File: config.mk
export PLATFORM = sky130hd
export DESIGN_NAME = ship_mode_ctrl
export DESIGN_NICKNAME = d
export VERILOG_FILES = /design/src/rtl/ship_mode_pkg.sv /design/src/rtl/ship_mode_sync.sv /design/src/rtl/ship_mode_dp.sv /design/src/rtl/ship_mode_fsm.sv /design/src/rtl/ship_mode_ctrl.sv
export SDC_FILE = /design/constraint.sdc
export NUM_CORES = 1
export LEC_CHECK = 0
export ABC_CLOCK_PERIOD_IN_PS = 1700
export BUFFER_PORTS_ARGS = -buffer_cell sky130_fd_sc_hd__buf_4
export CORE_MARGIN = 5
export CORE_UTILIZATION = 55
export CTS_CLUSTER_DIAMETER = 50
export DETAILED_ROUTE_END_ITERATION = 10
export HOLD_SLACK_MARGIN = 0.05
export PLACE_DENSITY = 0.78
export SKIP_LAST_GASP = 1
export SYNTH_ARGS = -nofsm -noshare
export SYNTH_HDL_FRONTEND = slang
export SYNTH_HIERARCHICAL = 1
export SYNTH_SLANG_ARGS = --single-unit
File: constraint.sdc
create_clock -name clk -period 1.7 [get_ports clk]
set_input_delay 0.34 -clock clk [delete_from_list [all_inputs] [get_ports clk]]
set_output_delay 0.34 -clock clk [all_outputs]
set_load 0.03 [all_outputs]
File: src/rtl/ship_mode_pkg.sv
package ship_mode_pkg;

  typedef enum logic [1:0] {
    ST_ACTIVE = 2'd0,
    ST_QUIET  = 2'd1,
    ST_SHIP   = 2'd2,
    ST_WAKING = 2'd3
  } shipState_t;

  // strobes from control to datapath
  typedef struct packed {
    logic intClr;   // clear the interval counter
    logic intRun;   // advance the interval counter
    logic pressEn;  // button timing and register requests accepted
    logic reqTake;  // entry happened: drop all pending requests
  } ctrlStrobe_t;

  // status from datapath to control
  typedef struct packed {
    logic vinS;
    logic aboveS;
    logic batS;
    logic cdS;
    logic btnLowS;
    logic pendReq;
    logic quietDone;
    logic wakeDone;
  } dpStatus_t;

endpackage

File: src/rtl/ship_mode_sync.sv
module ship_mode_sync #(
  parameter int STAGES = 2,
  parameter int WIDTH = 1,
  parameter logic [WIDTH-1:0] RST_VAL = '0
) (
  input  logic             clk,
  input  logic             rst,
  input  logic [WIDTH-1:0] din,
  output logic [WIDTH-1:0] dout
);

  logic [WIDTH-1:0] pipe [STAGES];

  always_ff @(posedge clk) begin
    if (rst) begin
      for (int s = 0; s < STAGES; s++) pipe[s] <= RST_VAL;
    end else begin
      pipe[0] <= din;
      for (int s = 1; s < STAGES; s++) pipe[s] <= pipe[s-1];
    end
  end

  assign dout = pipe[STAGES-1];

endmodule

File: src/rtl/ship_mode_dp.sv
module ship_mode_dp
  import ship_mode_pkg::*;
#(
  parameter int SYNC_STAGES = 2,
  parameter int QUIET_CYC = 8,
  parameter int WAKE_CYC = 6,
  parameter int RESET_CYC = 10
) (
  input  logic        clk,
  input  logic        rst,
  input  logic        vinPresent,
  input  logic        vinAboveBat,
  input  logic        batAboveUvlo,
  input  logic        chipDisable,
  input  logic        buttonN,
  input  logic        shipReqSet,
  input  logic        shipReqClr,
  input  logic        longPressCfg,
  input  ctrlStrobe_t strb,
  output dpStatus_t   sts
);

  localparam int INT_MAX = (QUIET_CYC > WAKE_CYC) ? QUIET_CYC : WAKE_CYC;
  localparam int INT_W = $clog2(INT_MAX + 1);
  localparam int PRESS_W = $clog2(RESET_CYC + 1);
  localparam int HOLD_W = $clog2(WAKE_CYC + 1);
  localparam int NUM_IN = 5;
  localparam logic [NUM_IN-1:0] SYNC_RST = 5'b00001;

  logic [NUM_IN-1:0] rawIn;
  logic [NUM_IN-1:0] syncIn;
  logic vinS, aboveS, batS, cdS, btnLowS;

  assign rawIn = {vinPresent, vinAboveBat, batAboveUvlo, chipDisable, buttonN};

  ship_mode_sync #(
    .STAGES (SYNC_STAGES),
    .WIDTH  (NUM_IN),
    .RST_VAL(SYNC_RST)
  ) u_sync (
    .clk (clk),
    .rst (rst),
    .din (rawIn),
    .dout(syncIn)
  );

  assign vinS    = syncIn[4];
  assign aboveS  = syncIn[3];
  assign batS    = syncIn[2];
  assign cdS     = syncIn[1];
  assign btnLowS = ~syncIn[0];

  // shared quiet / wake interval counter
  logic [INT_W-1:0] intCnt;
  always_ff @(posedge clk) begin
    if (rst || strb.intClr) intCnt <= '0;
    else if (strb.intRun && intCnt != INT_W'(INT_MAX)) intCnt <= intCnt + 1'b1;
  end

  logic quietDone, wakeDone;
  assign quietDone = strb.intRun && (intCnt == INT_W'(QUIET_CYC - 1));
  assign wakeDone  = strb.intRun && (intCnt == INT_W'(WAKE_CYC - 1));

  // long-press timer
  logic [PRESS_W-1:0] pressCnt;
  logic pressExpired;
  always_ff @(posedge clk) begin
    if (rst || !strb.pressEn || !btnLowS) pressCnt <= '0;
    else if (pressCnt != PRESS_W'(RESET_CYC)) pressCnt <= pressCnt + 1'b1;
  end
  assign pressExpired = strb.pressEn && btnLowS && (pressCnt == PRESS_W'(RESET_CYC - 1));

  // pending requests
  logic regReq, pressReq, vinPrev, vinRise;
  logic [HOLD_W-1:0] holdCnt;
  logic holdActive, holdExceeded;

  always_ff @(posedge clk) begin
    if (rst) vinPrev <= 1'b0;
    else vinPrev <= vinS;
  end
  assign vinRise = vinS && !vinPrev;

  assign holdActive = vinS && btnLowS && pressReq;
  always_ff @(posedge clk) begin
    if (rst || !holdActive) holdCnt <= '0;
    else if (holdCnt != HOLD_W'(WAKE_CYC)) holdCnt <= holdCnt + 1'b1;
  end
  assign holdExceeded = holdActive && (holdCnt == HOLD_W'(WAKE_CYC - 1));

  always_ff @(posedge clk) begin
    if (rst) regReq <= 1'b0;
    else if (strb.reqTake) regReq <= 1'b0;
    else if (shipReqSet && strb.pressEn) regReq <= 1'b1;
    else if (shipReqClr && vinS) regReq <= 1'b0;
  end

  always_ff @(posedge clk) begin
    if (rst) pressReq <= 1'b0;
    else if (strb.reqTake) pressReq <= 1'b0;
    else if (pressExpired && !longPressCfg) pressReq <= 1'b1;
    else if (holdExceeded) pressReq <= 1'b0;
    else if (vinRise && !btnLowS) pressReq <= 1'b0;
  end

  assign sts = '{
    vinS:      vinS,
    aboveS:    aboveS,
    batS:      batS,
    cdS:       cdS,
    btnLowS:   btnLowS,
    pendReq:   regReq | pressReq,
    quietDone: quietDone,
    wakeDone:  wakeDone
  };

  AST_INT_BOUND: assert property (@(posedge clk) disable iff (rst)
    intCnt <= INT_W'(INT_MAX)) else $error("interval counter overran");
  AST_CLR_NEEDS_VIN: assert property (@(posedge clk) disable iff (rst)
    $fell(regReq) |-> ($past(strb.reqTake) || $past(vinS)))
    else $error("register request dropped without supply");
  AST_PRESS_GATED: assert property (@(posedge clk) disable iff (rst)
    $rose(pressReq) |-> $past(!longPressCfg))
    else $error("long press accepted while disabled");

endmodule

File: src/rtl/ship_mode_fsm.sv
module ship_mode_fsm
  import ship_mode_pkg::*;
(
  input  logic        clk,
  input  logic        rst,
  input  dpStatus_t   sts,
  output ctrlStrobe_t strb,
  output logic        shipPowerDown,
  output logic        wakeReq,
  output logic        hostBusOk
);

  shipState_t stateQ, stateD;
  logic entryOk;

  assign entryOk = sts.pendReq && !sts.vinS && sts.cdS && !sts.btnLowS;

  always_comb begin
    stateD = stateQ;
    strb = '0;
    unique case (stateQ)
      ST_ACTIVE: begin
        strb.intClr = 1'b1;
        strb.pressEn = 1'b1;
        if (entryOk) stateD = ST_QUIET;
      end
      ST_QUIET: begin
        strb.intRun = 1'b1;
        strb.pressEn = 1'b1;
        if (!entryOk) begin
          stateD = ST_ACTIVE;
        end else if (sts.quietDone) begin
          stateD = ST_SHIP;
          strb.reqTake = 1'b1;
        end
      end
      ST_SHIP: begin
        strb.intClr = 1'b1;
        if (sts.aboveS) stateD = ST_ACTIVE;
        else if (sts.btnLowS && sts.batS && !sts.vinS) stateD = ST_WAKING;
      end
      ST_WAKING: begin
        strb.intRun = 1'b1;
        if (sts.aboveS) stateD = ST_ACTIVE;
        else if (!sts.btnLowS) stateD = ST_SHIP;
        else if (sts.wakeDone) stateD = ST_ACTIVE;
      end
      default: stateD = ST_ACTIVE;
    endcase
  end

  always_ff @(posedge clk) begin
    if (rst) stateQ <= ST_ACTIVE;
    else stateQ <= stateD;
  end

  assign shipPowerDown = (stateQ == ST_SHIP);
  assign wakeReq       = (stateQ == ST_WAKING);
  assign hostBusOk     = (stateQ == ST_ACTIVE) || (stateQ == ST_QUIET);

  AST_ENTRY_NO_VIN: assert property (@(posedge clk) disable iff (rst)
    $rose(shipPowerDown) |-> $past(!sts.vinS && sts.cdS))
    else $error("entry with supply present");
  AST_ENTRY_AFTER_QUIET: assert property (@(posedge clk) disable iff (rst)
    ($rose(shipPowerDown) && $past(hostBusOk)) |-> $past(sts.quietDone))
    else $error("entry before quiet interval");
  AST_WAKE_BAT_OK: assert property (@(posedge clk) disable iff (rst)
    $rose(wakeReq) |-> $past(sts.batS && sts.btnLowS))
    else $error("wake without healthy battery");
  AST_ADAPTER_EXIT: assert property (@(posedge clk) disable iff (rst)
    ($past(shipPowerDown) && $past(sts.aboveS)) |-> hostBusOk)
    else $error("adapter did not wake");
  AST_BUS_GATED: assert property (@(posedge clk) disable iff (rst)
    hostBusOk |-> (!shipPowerDown && !wakeReq))
    else $error("bus allowed while down");
  AST_OUT_EXCL: assert property (@(posedge clk) disable iff (rst)
    $onehot0({shipPowerDown, wakeReq, hostBusOk}))
    else $error("outputs overlap");

endmodule

File: src/rtl/ship_mode_ctrl.sv
module ship_mode_ctrl
  import ship_mode_pkg::*;
#(
  parameter int SYNC_STAGES = 2,
  parameter int QUIET_CYC = 2000,
  parameter int WAKE_CYC = 50000,
  parameter int RESET_CYC = 400000
) (
  input  logic clk,
  input  logic rst,
  input  logic vinPresent,
  input  logic vinAboveBat,
  input  logic batAboveUvlo,
  input  logic chipDisable,
  input  logic buttonN,
  input  logic shipReqSet,
  input  logic shipReqClr,
  input  logic longPressCfg,
  output logic shipPowerDown,
  output logic wakeReq,
  output logic hostBusOk
);

  ctrlStrobe_t strb;
  dpStatus_t sts;

  ship_mode_dp #(
    .SYNC_STAGES(SYNC_STAGES),
    .QUIET_CYC  (QUIET_CYC),
    .WAKE_CYC   (WAKE_CYC),
    .RESET_CYC  (RESET_CYC)
  ) u_dp (
    .clk         (clk),
    .rst         (rst),
    .vinPresent  (vinPresent),
    .vinAboveBat (vinAboveBat),
    .batAboveUvlo(batAboveUvlo),
    .chipDisable (chipDisable),
    .buttonN     (buttonN),
    .shipReqSet  (shipReqSet),
    .shipReqClr  (shipReqClr),
    .longPressCfg(longPressCfg),
    .strb        (strb),
    .sts         (sts)
  );

  ship_mode_fsm u_fsm (
    .clk          (clk),
    .rst          (rst),
    .sts          (sts),
    .strb         (strb),
    .shipPowerDown(shipPowerDown),
    .wakeReq      (wakeReq),
    .hostBusOk    (hostBusOk)
  );

endmodule

==> results of run 1 <==
[kinds of logic after synthesis]
family | after synthesis | share of synthesized area
and+or+nand+nor | 181 | 0.325
DFF | 66 | 0.424
buffers and inverters | 36 | 0.0545
adders and majority gates | 6 | 0.0241
xor gates and xnor gates | 29 | 0.0814
AOI/OAI and AO/OA | 40 | 0.0790
muxes | 4 | 0.0128
[sequential cells by signal (all words and copies together), names as in the netlist]
name              cells
u_dp/pressCnt        19
u_dp/vinPrev          1
u_dp/intCnt          16
u_dp/u_sync/pipe     10
u_dp/holdCnt         16
u_dp/pressReq         1
u_dp/regReq           1
u_fsm/stateQ          2
[cells in the mapped netlist (all sizes together), types with 2 or more instances]
library cell	number
xnor2	17
xor2	12
nand3	21
clkbuf	7
mux2i	4
or2	5
nor2	41
a31o	2
a21oi	17
nor4	11
or3	11
inv	19
nor2b	9
o211ai	2
and4	3
ha	6
buf	10
o31ai	2
nor3b	3
nor3	9
nor4b	2
nand2	31
nand2b	2
o21ai	11
nand3b	2
dfxtp	66
and3	3
or4	6
and2	2
nand4	15
[critical path: stages (launching register included)]
cell and delay [ps]:
dfxtp_2 320, or4_4 580, nor4_4 300, nand4_1 150, inv_1 100, nor2_1 60, o211ai_1 90, o21ai_1 70
[per-layer routing]
layer / GRT usage / vias up
li1: - / 1360
met1: 0.245 / 1214
met2: 0.290 / 47
met3: 0.0379 / 10
met4: 0.0777 / 0
met5: 0 / -
[power breakdown]
part	total (uW)	leakage [uW]	switching (uW)	internal, uW
Sequential	1570	0.000540	7.45	1560
Combinational	58.2	0.000672	27.2	31.0
Clock	1130	0.0000872	567	564
Total	2750	0.00130	602	2150
[area by class of cell]
class | count | area share
clock inverter | 3 | 0.00397
sequential | 66 | 0.354
multi-input combinational | 260 | 0.449
timing repair buffer | 55 | 0.111
tap | 72 | 0.0238
inverter | 19 | 0.0189
clock buffer | 13 | 0.0394
[stage by stage]
stage,utilization,hold WS [ps],power (uW),instance area (um2)
after floorplan,-,383,1630,3150
after global placement,0.638,387,1660,3510
after detailed placement,0.638,396,1660,3510
after CTS,0.678,167,2780,3730
after global routing,0.686,176,2880,3780
final,0.686,185,2750,3780
[placed cells by master, fill, tap and decap left out, types with 7 or more instances in the layout]
| cell type | Yosys | final |
|---|---|---|
| or3_1 | 11 | 10 |
| nand3_1 | 21 | 18 |
| nor2_1 | 40 | 40 |
| xnor2_1 | 17 | 17 |
| o21ai_0 | 11 | 9 |
| buf_4 | 9 | 53 |
| dfxtp_1 | 66 | 55 |
| a21oi_1 | 17 | 14 |
| clkbuf_8 | 0 | 10 |
| nand2_1 | 31 | 30 |
| dfxtp_2 | 0 | 10 |
| nor3_1 | 9 | 9 |
| nor4_1 | 9 | 7 |
| inv_1 | 18 | 18 |
| xor2_1 | 12 | 12 |
| nor2b_1 | 9 | 9 |
| nand4_1 | 14 | 14 |
[path summary, 6_finish.rpt]
| path | end | slack [ps] | cells after the start |
|---|---|---|---|
| worst max-delay path | u_dp/pressReq | -80 | 7 |
| worst min-delay path | u_dp/u_sync/pipe[0][0] | 180 | 2 |
| worst max register to register | u_dp/pressReq | -80 | 7 |
| worst min register to register | u_dp/u_sync/pipe[0][5] | 410 | 1 |
[timing repair]
item,in CTS,in global routing
pin swaps,6,12
hold buffers,0,0
cloned,0,0
resized for setup,8,13
buffers inserted,3,2
setup endpoints to repair,8,13
==> out/qor.yml, run 1 <==
place_worst_setup_slack_ps: -137
worst_ep_arrival_time_ps: 2000
synth.area.top_cells: "dfxtp_1 (42%), nor2_1 (4.8%), xnor2_1 (4.8%)"
endpoint_kind: "flip-flop"
multi_input_area_um2: 1700
cp-startpoint: "u_dp/intCnt[13]"
drcViolationCount: 0
coreArea_um2: 5510
clk_latency_ps: 340
grt_pass1_wl_um: 10900
place_congestion: 0.806
h-tree-depth: 3
syn-num-nets: 378
synthCells: 362
nFillCells: 425
period_needed_ps: 1780
grt_pass1_vias: 2482
diodes: 0
crit_required_ps: 1910
seq_area_um2: 1340
ant_nets: 0
cts_tree: "built"
die_area_um2: 7280
reg2reg_from: "u_dp/intCnt[13]"
path_max_fanout: 4
setup_viol: 5
start_util: 0.566
cts_root_buf: "clkbuf_8"
yosys.area.top_type: "dfxtp_1"
ys_async_sr_fraction: 0
hold_path_class: "input port to flip-flop"
gr-total-overflow: 0
die_h_um: 85.3
drive_gt1_frac: 0.260
cts_buffer_depth: 2
finClkSkew_ps: 10.4
num_rows: 27
route.met3.wl_um: 203
ys_seq_area_frac: 0.424
vias: 2631
syn-cell-area_um2: 3120
startpoint_type: "flip-flop"
worstHoldStart: "buttonN"
synthFlopType: "dfxtp_1"
leakagePower_uw: 0.00130
drt_wl_total_um: 6170
rsz0062_at_grt: "true"
worstSetupPathType: "flip-flop to flip-flop"
status: "finished, violations left"
io_buffers: 12
antenna_found_initial: 0
yosys_warnings: 6
groute.usage.overall: 0.184
fin_ws_ps: -83.1
drtIter0Drc: 149
fin_cells: 488
final-hold-violation-count: 0
synth.distinct_cells: 49
yosysTopAreaCellShare: 0.424
viasPerCell: 5.39
first_pass_iters: 4
layout_worst_path_cycle_share: 1.05
ios: 13
tns_ps: -154
violations: "negative setup slack"
area_growth_syn_to_layout_pct: 21.2
clk_pin_slew_ps: 70
slew_violations: 0
syn_area_per_cell_um2: 8.62
clock-sinks: 66
peakVddDrop_mv: 0.638
grt_max_degree: 18
dpl.cell_count: 468
drv_cap: 0
final_nets: 427
routed-wl-met2_um: 2790
maxClockFrequency_ghz: 0.561
powerDensity_nw_per_um2: 729
wl_per_cell_um: 12.6
top_layer_used: "met4"
drt-met1-wl_um: 3080
synth_edf_count: 0
numCtsBuffers: 9
die_x_um: 85.3
place_hpwl_um: 4390
synth-seq-cells: 66
slew_headroom: 0.726
worst_pin_slew_ps: 407
No activity file was read; power rests on OpenSTA's default activity.
==> run 2, diff against run 1 <==
--- a/config.mk
+++ b/config.mk
@@ -12,7 +12,7 @@
 export CTS_CLUSTER_DIAMETER = 50
 export DETAILED_ROUTE_END_ITERATION = 10
 export HOLD_SLACK_MARGIN = 0.05
-export PLACE_DENSITY = 0.78
+export PLACE_DENSITY = 0.75
 export SKIP_LAST_GASP = 1
 export SYNTH_ARGS = -nofsm -noshare
 export SYNTH_HDL_FRONTEND = slang
==> run 2 against run 1 <==
Compared with the run above:
- largest power group unchanged
- critical path type unchanged
- the flow still finishes with violations (negative setup slack)
- critical endpoint unchanged
- clock power rose by 14%
- sequential cell count did not move
- highest routed layer unchanged
- worst hold slack improved by 7.7 ps
- global-route usage is 0.46 points higher
==> out/qor.yml, run 2 (synthesis gave the netlist of run 1 again) <==
status: "finished, violations left"
violations: "negative setup slack"
viasPerCell: 5.41
reg2reg_slack_ps: -90
path_max_fanout: 4
clock-sinks: 66
worst_ep_arrival_time_ps: 2010
vias: 2627
final-hold-violation-count: 0
powerDensity_nw_per_um2: 762
start_util: 0.566
drive_gt1_frac: 0.271
wl_per_cell_um: 13.6
drt_wl_total_um: 6630
place_hpwl_um: 4640
slew_violations: 0
h-tree-depth: 3
p_sw_uw: 645
crit_required_ps: 1920
final_nets: 425
layout_worst_path_cycle_share: 1.05
swShare: 0.221
top_regs: "u_dp/pressCnt x19, u_dp/holdCnt x16, u_dp/intCnt x16"
place_worst_setup_slack_ps: -155
ant_nets: 0
fin_ws_ps: -90.7
place_congestion: 0.783
period_needed_ps: 1790
finClkSkew_ps: 7.03
grt_pass1_wl_um: 11200
leakagePower_uw: 0.00131
power_frac_comb: 0.021
clk_latency_ps: 340
slowest_stage: "or4_4"
grt_max_degree: 17
critPathMaxStageDelay_ps: 580
fin_cells: 486
peakVddDrop_mv: 0.593
worstSetupPathType: "flip-flop to flip-flop"
largest_reg_flops: 19
first_pass_iters: 4
grt_pass1_vias: 2535
largest-register: "u_dp/pressCnt"
cts_buffer_depth: 2
drtIter0Drc: 125
num_rows: 27
io_buffers: 12
worstPathCellList: "or4_4 > nor4_4 > nand4_1 > inv_1 > nor2_2 > o211ai_1 > o21ai_1"
drv_cap: 0
rsz0062_at_grt: "true"
hold_path_class: "input port to flip-flop"
numCtsBuffers: 9
startpoint_type: "flip-flop"
clock_power_share: 0.443
pwr-share-seq: 0.536
coreArea_um2: 5510
endpoint_kind: "flip-flop"
die_area_um2: 7280
drcViolationCount: 0
die_x_um: 85.3
worst_pin_slew_ps: 440
antenna_found_initial: 0
p_int_uw: 2270
tns_ps: -294
gr-total-overflow: 0
setup_viol: 6
cts_root_buf: "clkbuf_8"
groute.usage.overall: 0.189
dpl.cell_count: 467
nFillCells: 426
diodes: 0
area_growth_syn_to_layout_pct: 22.7
layout_common_cells: "dfxtp_1 (55), buf_4 (50), nor2_1 (39)"
final_common_cell: "dfxtp_1"
die_h_um: 85.3
maxClockFrequency_ghz: 0.558
clk_pin_slew_ps: 80
slew_headroom: 0.704
cts_tree: "built"
ios: 13
hold_buffers: 0
==> run 2: changes by cell type in the layout (fill, tap and decap cells not counted), moves of 2 or more <==
cell / change
clkinv_2: -2
or3_1: -2
buf_4: -3
clkbuf_1: -3
or3_4: +2
clkinv_4: +3
==> run 2: metrics by stage <==
stage | power, uW | utilization | area [um2] | hold slack, ps
CTS | 2960 | 0.679 | 3740 | 183
floorplan | 1630 | - | 3150 | 383
finish | 2920 | 0.695 | 3830 | 193
global placement | 1660 | 0.636 | 3500 | 391
global route | 3050 | 0.695 | 3830 | 190
detailed placement | 1660 | 0.636 | 3500 | 405
==> run 2: worst paths after layout <==
path / startpoint / to / depth (start not counted)
max: u_dp/intCnt[13] / u_dp/pressReq / 7
min: buttonN / u_dp/u_sync/pipe[0][0] / 2
max reg2reg: u_dp/intCnt[13] / u_dp/pressReq / 7
min reg2reg: u_dp/u_sync/pipe[0][0] / u_dp/u_sync/pipe[0][5] / 1
==> run 2: power by group through the flow <==
stage / clock, uW / sequential, uW / combinational, uW
final: 1290 / 1560 / 60.3
after CTS: 1330 / 1570 / 60.0
after detailed placement: 0 / 1600 / 59.0
after floorplan: 0 / 1600 / 36.6
after global routing: 1420 / 1570 / 65.1
after global placement: 0 / 1600 / 56.8
==> run 2: worst max-delay path: cells and delay by family, from the launching register on <==
kind                   cells  cell delay, ps
AO/OA/AOI/OAI              2             160
flip-flops                 1             320
buffers and inverters      1             110
AND/OR/NAND/NOR            4            1080
==> run 2: metal layers <==
metal	routed length, um	part of all wire	up-vias	track usage
li1	-	-	1349	-
met1	3020	0.46	1209	0.241
met2	3210	0.48	53	0.306
met3	262	0.040	16	0.0466
met4	133	0.020	0	0.0734
met5	0	0	-	0
==> run 2: repair_timing <==
item | 4_1_cts | 5_1_grt
setup endpoints to repair | 5 | 14
setup buffers | 1 | 2
pin swaps | 6 | 8
resized for setup | 6 | 21
cloned | 0 | 0
==> run 2: cell type report <==
class | count | area [um2] | area share
multi-input combinational | 260 | 1720 | 0.448
inverter | 19 | 71.3 | 0.0186
sequential | 66 | 1340 | 0.350
clock buffer | 9 | 124 | 0.0324
clock inverter | 7 | 77.6 | 0.0203
tap | 72 | 90.1 | 0.0235
timing repair buffer | 53 | 409 | 0.107
==> run 3, diff against run 2 <==
--- a/config.mk
+++ b/config.mk
@@ -5,14 +5,14 @@
 export SDC_FILE = /design/constraint.sdc
 export NUM_CORES = 1
 export LEC_CHECK = 0
-export ABC_CLOCK_PERIOD_IN_PS = 1700
+export ABC_CLOCK_PERIOD_IN_PS = 2000
 export BUFFER_PORTS_ARGS = -buffer_cell sky130_fd_sc_hd__buf_4
 export CORE_MARGIN = 5
 export CORE_UTILIZATION = 55
 export CTS_CLUSTER_DIAMETER = 50
 export DETAILED_ROUTE_END_ITERATION = 10
 export HOLD_SLACK_MARGIN = 0.05
-export PLACE_DENSITY = 0.75
+export PLACE_DENSITY = 0.72
 export SKIP_LAST_GASP = 1
 export SYNTH_ARGS = -nofsm -noshare
 export SYNTH_HDL_FRONTEND = slang
==> constraint.sdc (replaced) <==
create_clock -name clk -period 2 [get_ports clk]
set_input_delay 0.4 -clock clk [delete_from_list [all_inputs] [get_ports clk]]
set_output_delay 0.4 -clock clk [all_outputs]
set_load 0.03 [all_outputs]
==> run 3 against run 2 <==
Compared with the run above:
- the flow now finishes without violations
- maximum frequency is 4.1% lower
- sequential cell count unchanged
- core utilization shrank 5.2 points
- worst hold slack improved by 42 ps
- via count is 3.9% lower
- power fell by 7.7%
- register-to-register slack better by 220 ps
- first-iteration DRC count increased by 27%
- non-clock buffer count down 28
- final area shrank 7.5%
- wire length down 11%
- die area is the same
- critical endpoint is now u_dp/intCnt[14]
- largest power group unchanged
==> out/qor.yml, run 3 (synthesis gave the netlist of run 1 again) <==
slew_violations: 0
gr-total-overflow: 0
reg2reg_slack_ps: 130
rr_worst_depth: 5
wl_per_cell_um: 12.8
rsz0062_at_grt: "true"
drtIter0Drc: 159
final_nets: 397
grt_pass1_wl_um: 10400
drv_cap: 0
multi_input_area_um2: 1640
crit_required_ps: 2270
worstHoldStart: "buttonN"
pwr-share-seq: 0.495
p_sw_uw: 522
layout_common_cells: "dfxtp_1 (65), nor2_1 (40), nand2_1 (31)"
grt_max_degree: 22
cp_top_family: "simple AND/OR/NAND/NOR gates"
post-route-util: 0.643
antenna_found_initial: 0
leakagePower_uw: 0.00117
peakVddDrop_mv: 0.534
grt_pass1_vias: 2384
setup_viol: 0
maxClockFrequency_ghz: 0.536
clk_pin_slew_ps: 70
num_rows: 27
worst_ep_arrival_time_ps: 2140
io_buffers: 12
finClkSkew_ps: 7.81
place_worst_setup_slack_ps: 24.3
seq_area_um2: 1320
hold_end: "u_dp/u_sync/pipe[0][0]"
worst_pin_slew_ps: 446
clock_power_share: 0.488
cts_buffer_depth: 2
worstSetupPathType: "flip-flop to flip-flop"
place_hpwl_um: 4080
cts_tree: "built"
critPathMaxStageDelay_ps: 580
period_needed_ps: 1870
area_growth_syn_to_layout_pct: 13.5
crit_buf_inv: 0
viasPerCell: 5.51
drcViolationCount: 0
p_int_uw: 2170
drive_gt1_frac: 0.155
status: "finished clean"
timing.hold.ws_ps: 234
worstPathCellList: "ha_2 > nand4_4 > or4_4 > or3_1 > a21oi_1"
nFillCells: 459
powerDensity_nw_per_um2: 761
fin_ws_ps: 133
startpoint_type: "flip-flop"
groute.usage.overall: 0.178
cp-startpoint: "u_dp/intCnt[0]"
h-tree-depth: 3
cts_root_buf: "clkbuf_8"
largest-register: "u_dp/pressCnt"
whs_path_depth: 2
die_h_um: 85.3
clk_latency_ps: 340
clock-sinks: 66
coreArea_um2: 5510
diodes: 0
path_max_fanout: 8
ios: 13
layout_worst_path_cycle_share: 0.933
slew_headroom: 0.699
hold_path_class: "input port to flip-flop"
final-hold-violation-count: 0
ant_nets: 0
first_pass_iters: 4
largest_reg_flops: 19
endpoint_kind: "flip-flop"
swShare: 0.194
r2r_end: "u_dp/intCnt[14]"
reg2reg_from: "u_dp/intCnt[0]"
final_common_cell: "dfxtp_1"
die_x_um: 85.3
die_area_um2: 7280
hold_buffers: 0
place_congestion: 0.773
power_frac_comb: 0.017
numCtsBuffers: 9
start_util: 0.566
tns_ps: 0
slowest_stage: "or4_4"
power_uw: 2690
top_regs: "u_dp/pressCnt x19, u_dp/holdCnt x16, u_dp/intCnt x16"
drt_wl_total_um: 5870
vias: 2524
-- run 3: cell types whose count changed in the layout (fill, tap and decap cells not counted), sizes merged --
| cell | change |
|---|---|
| buf | -28 |
| bufinv | +2 |
| clkbuf | +1 |
| clkinv | -1 |
| clkinvlp | -1 |
| inv | -1 |
-- run 3: final cells by class --
class,count,share of cell area
Multi-Input combinational cell,260,0.462
Sequential cell,66,0.373
Timing Repair Buffer,25,0.0530
Clock buffer,10,0.0360
Clock inverter,6,0.0297
Tap cell,72,0.0254
Inverter,19,0.0201
-- run 3: through the flow --
stage               cells  cell area [um2]
CTS                   458             3530
finish                458             3540
global route          458             3540
global placement      442             3300
detailed placement    442             3300
floorplan             362             3120
-- run 3: power by group through the flow --
stage	logic, uW	registers, uW	clock network [uW]
6_report	46.7	1330	1320
5_1_grt	52.5	1330	1430
4_1_cts	47.3	1330	1360
3_5_place_dp	47.1	1360	0
3_3_place_gp	45.9	1360	0
2_1_floorplan	30.7	1360	0
-- run 3: worst max-delay path by stage --
stage / cells after the start / endpoint / slack, ps
3_5_place_dp: 7 / u_dp/pressReq / 20
4_1_cts: 7 / u_dp/pressReq / 10
5_1_grt: 7 / u_dp/pressReq / -20
2_1_floorplan: 5 / u_dp/intCnt[14] / 150
6_report: 5 / u_dp/intCnt[14] / 130
3_3_place_gp: 7 / u_dp/pressReq / 90
-- run 3: per-layer routing --
metal | GRT usage | wire (um)
met5 | 0 | 0
met4 | 0.0950 | 61
met3 | 0.0534 | 211
met2 | 0.277 | 2750
met1 | 0.220 | 2840
-- run 3: timing repair --
| action | 4_1_cts | 5_1_grt |
|---|---|---|
| endpoints found under the hold margin | 0 | 0 |
| setup endpoints to repair | 0 | 2 |
| gates resized for setup | 0 | 3 |
| setup buffers | 0 | 0 |
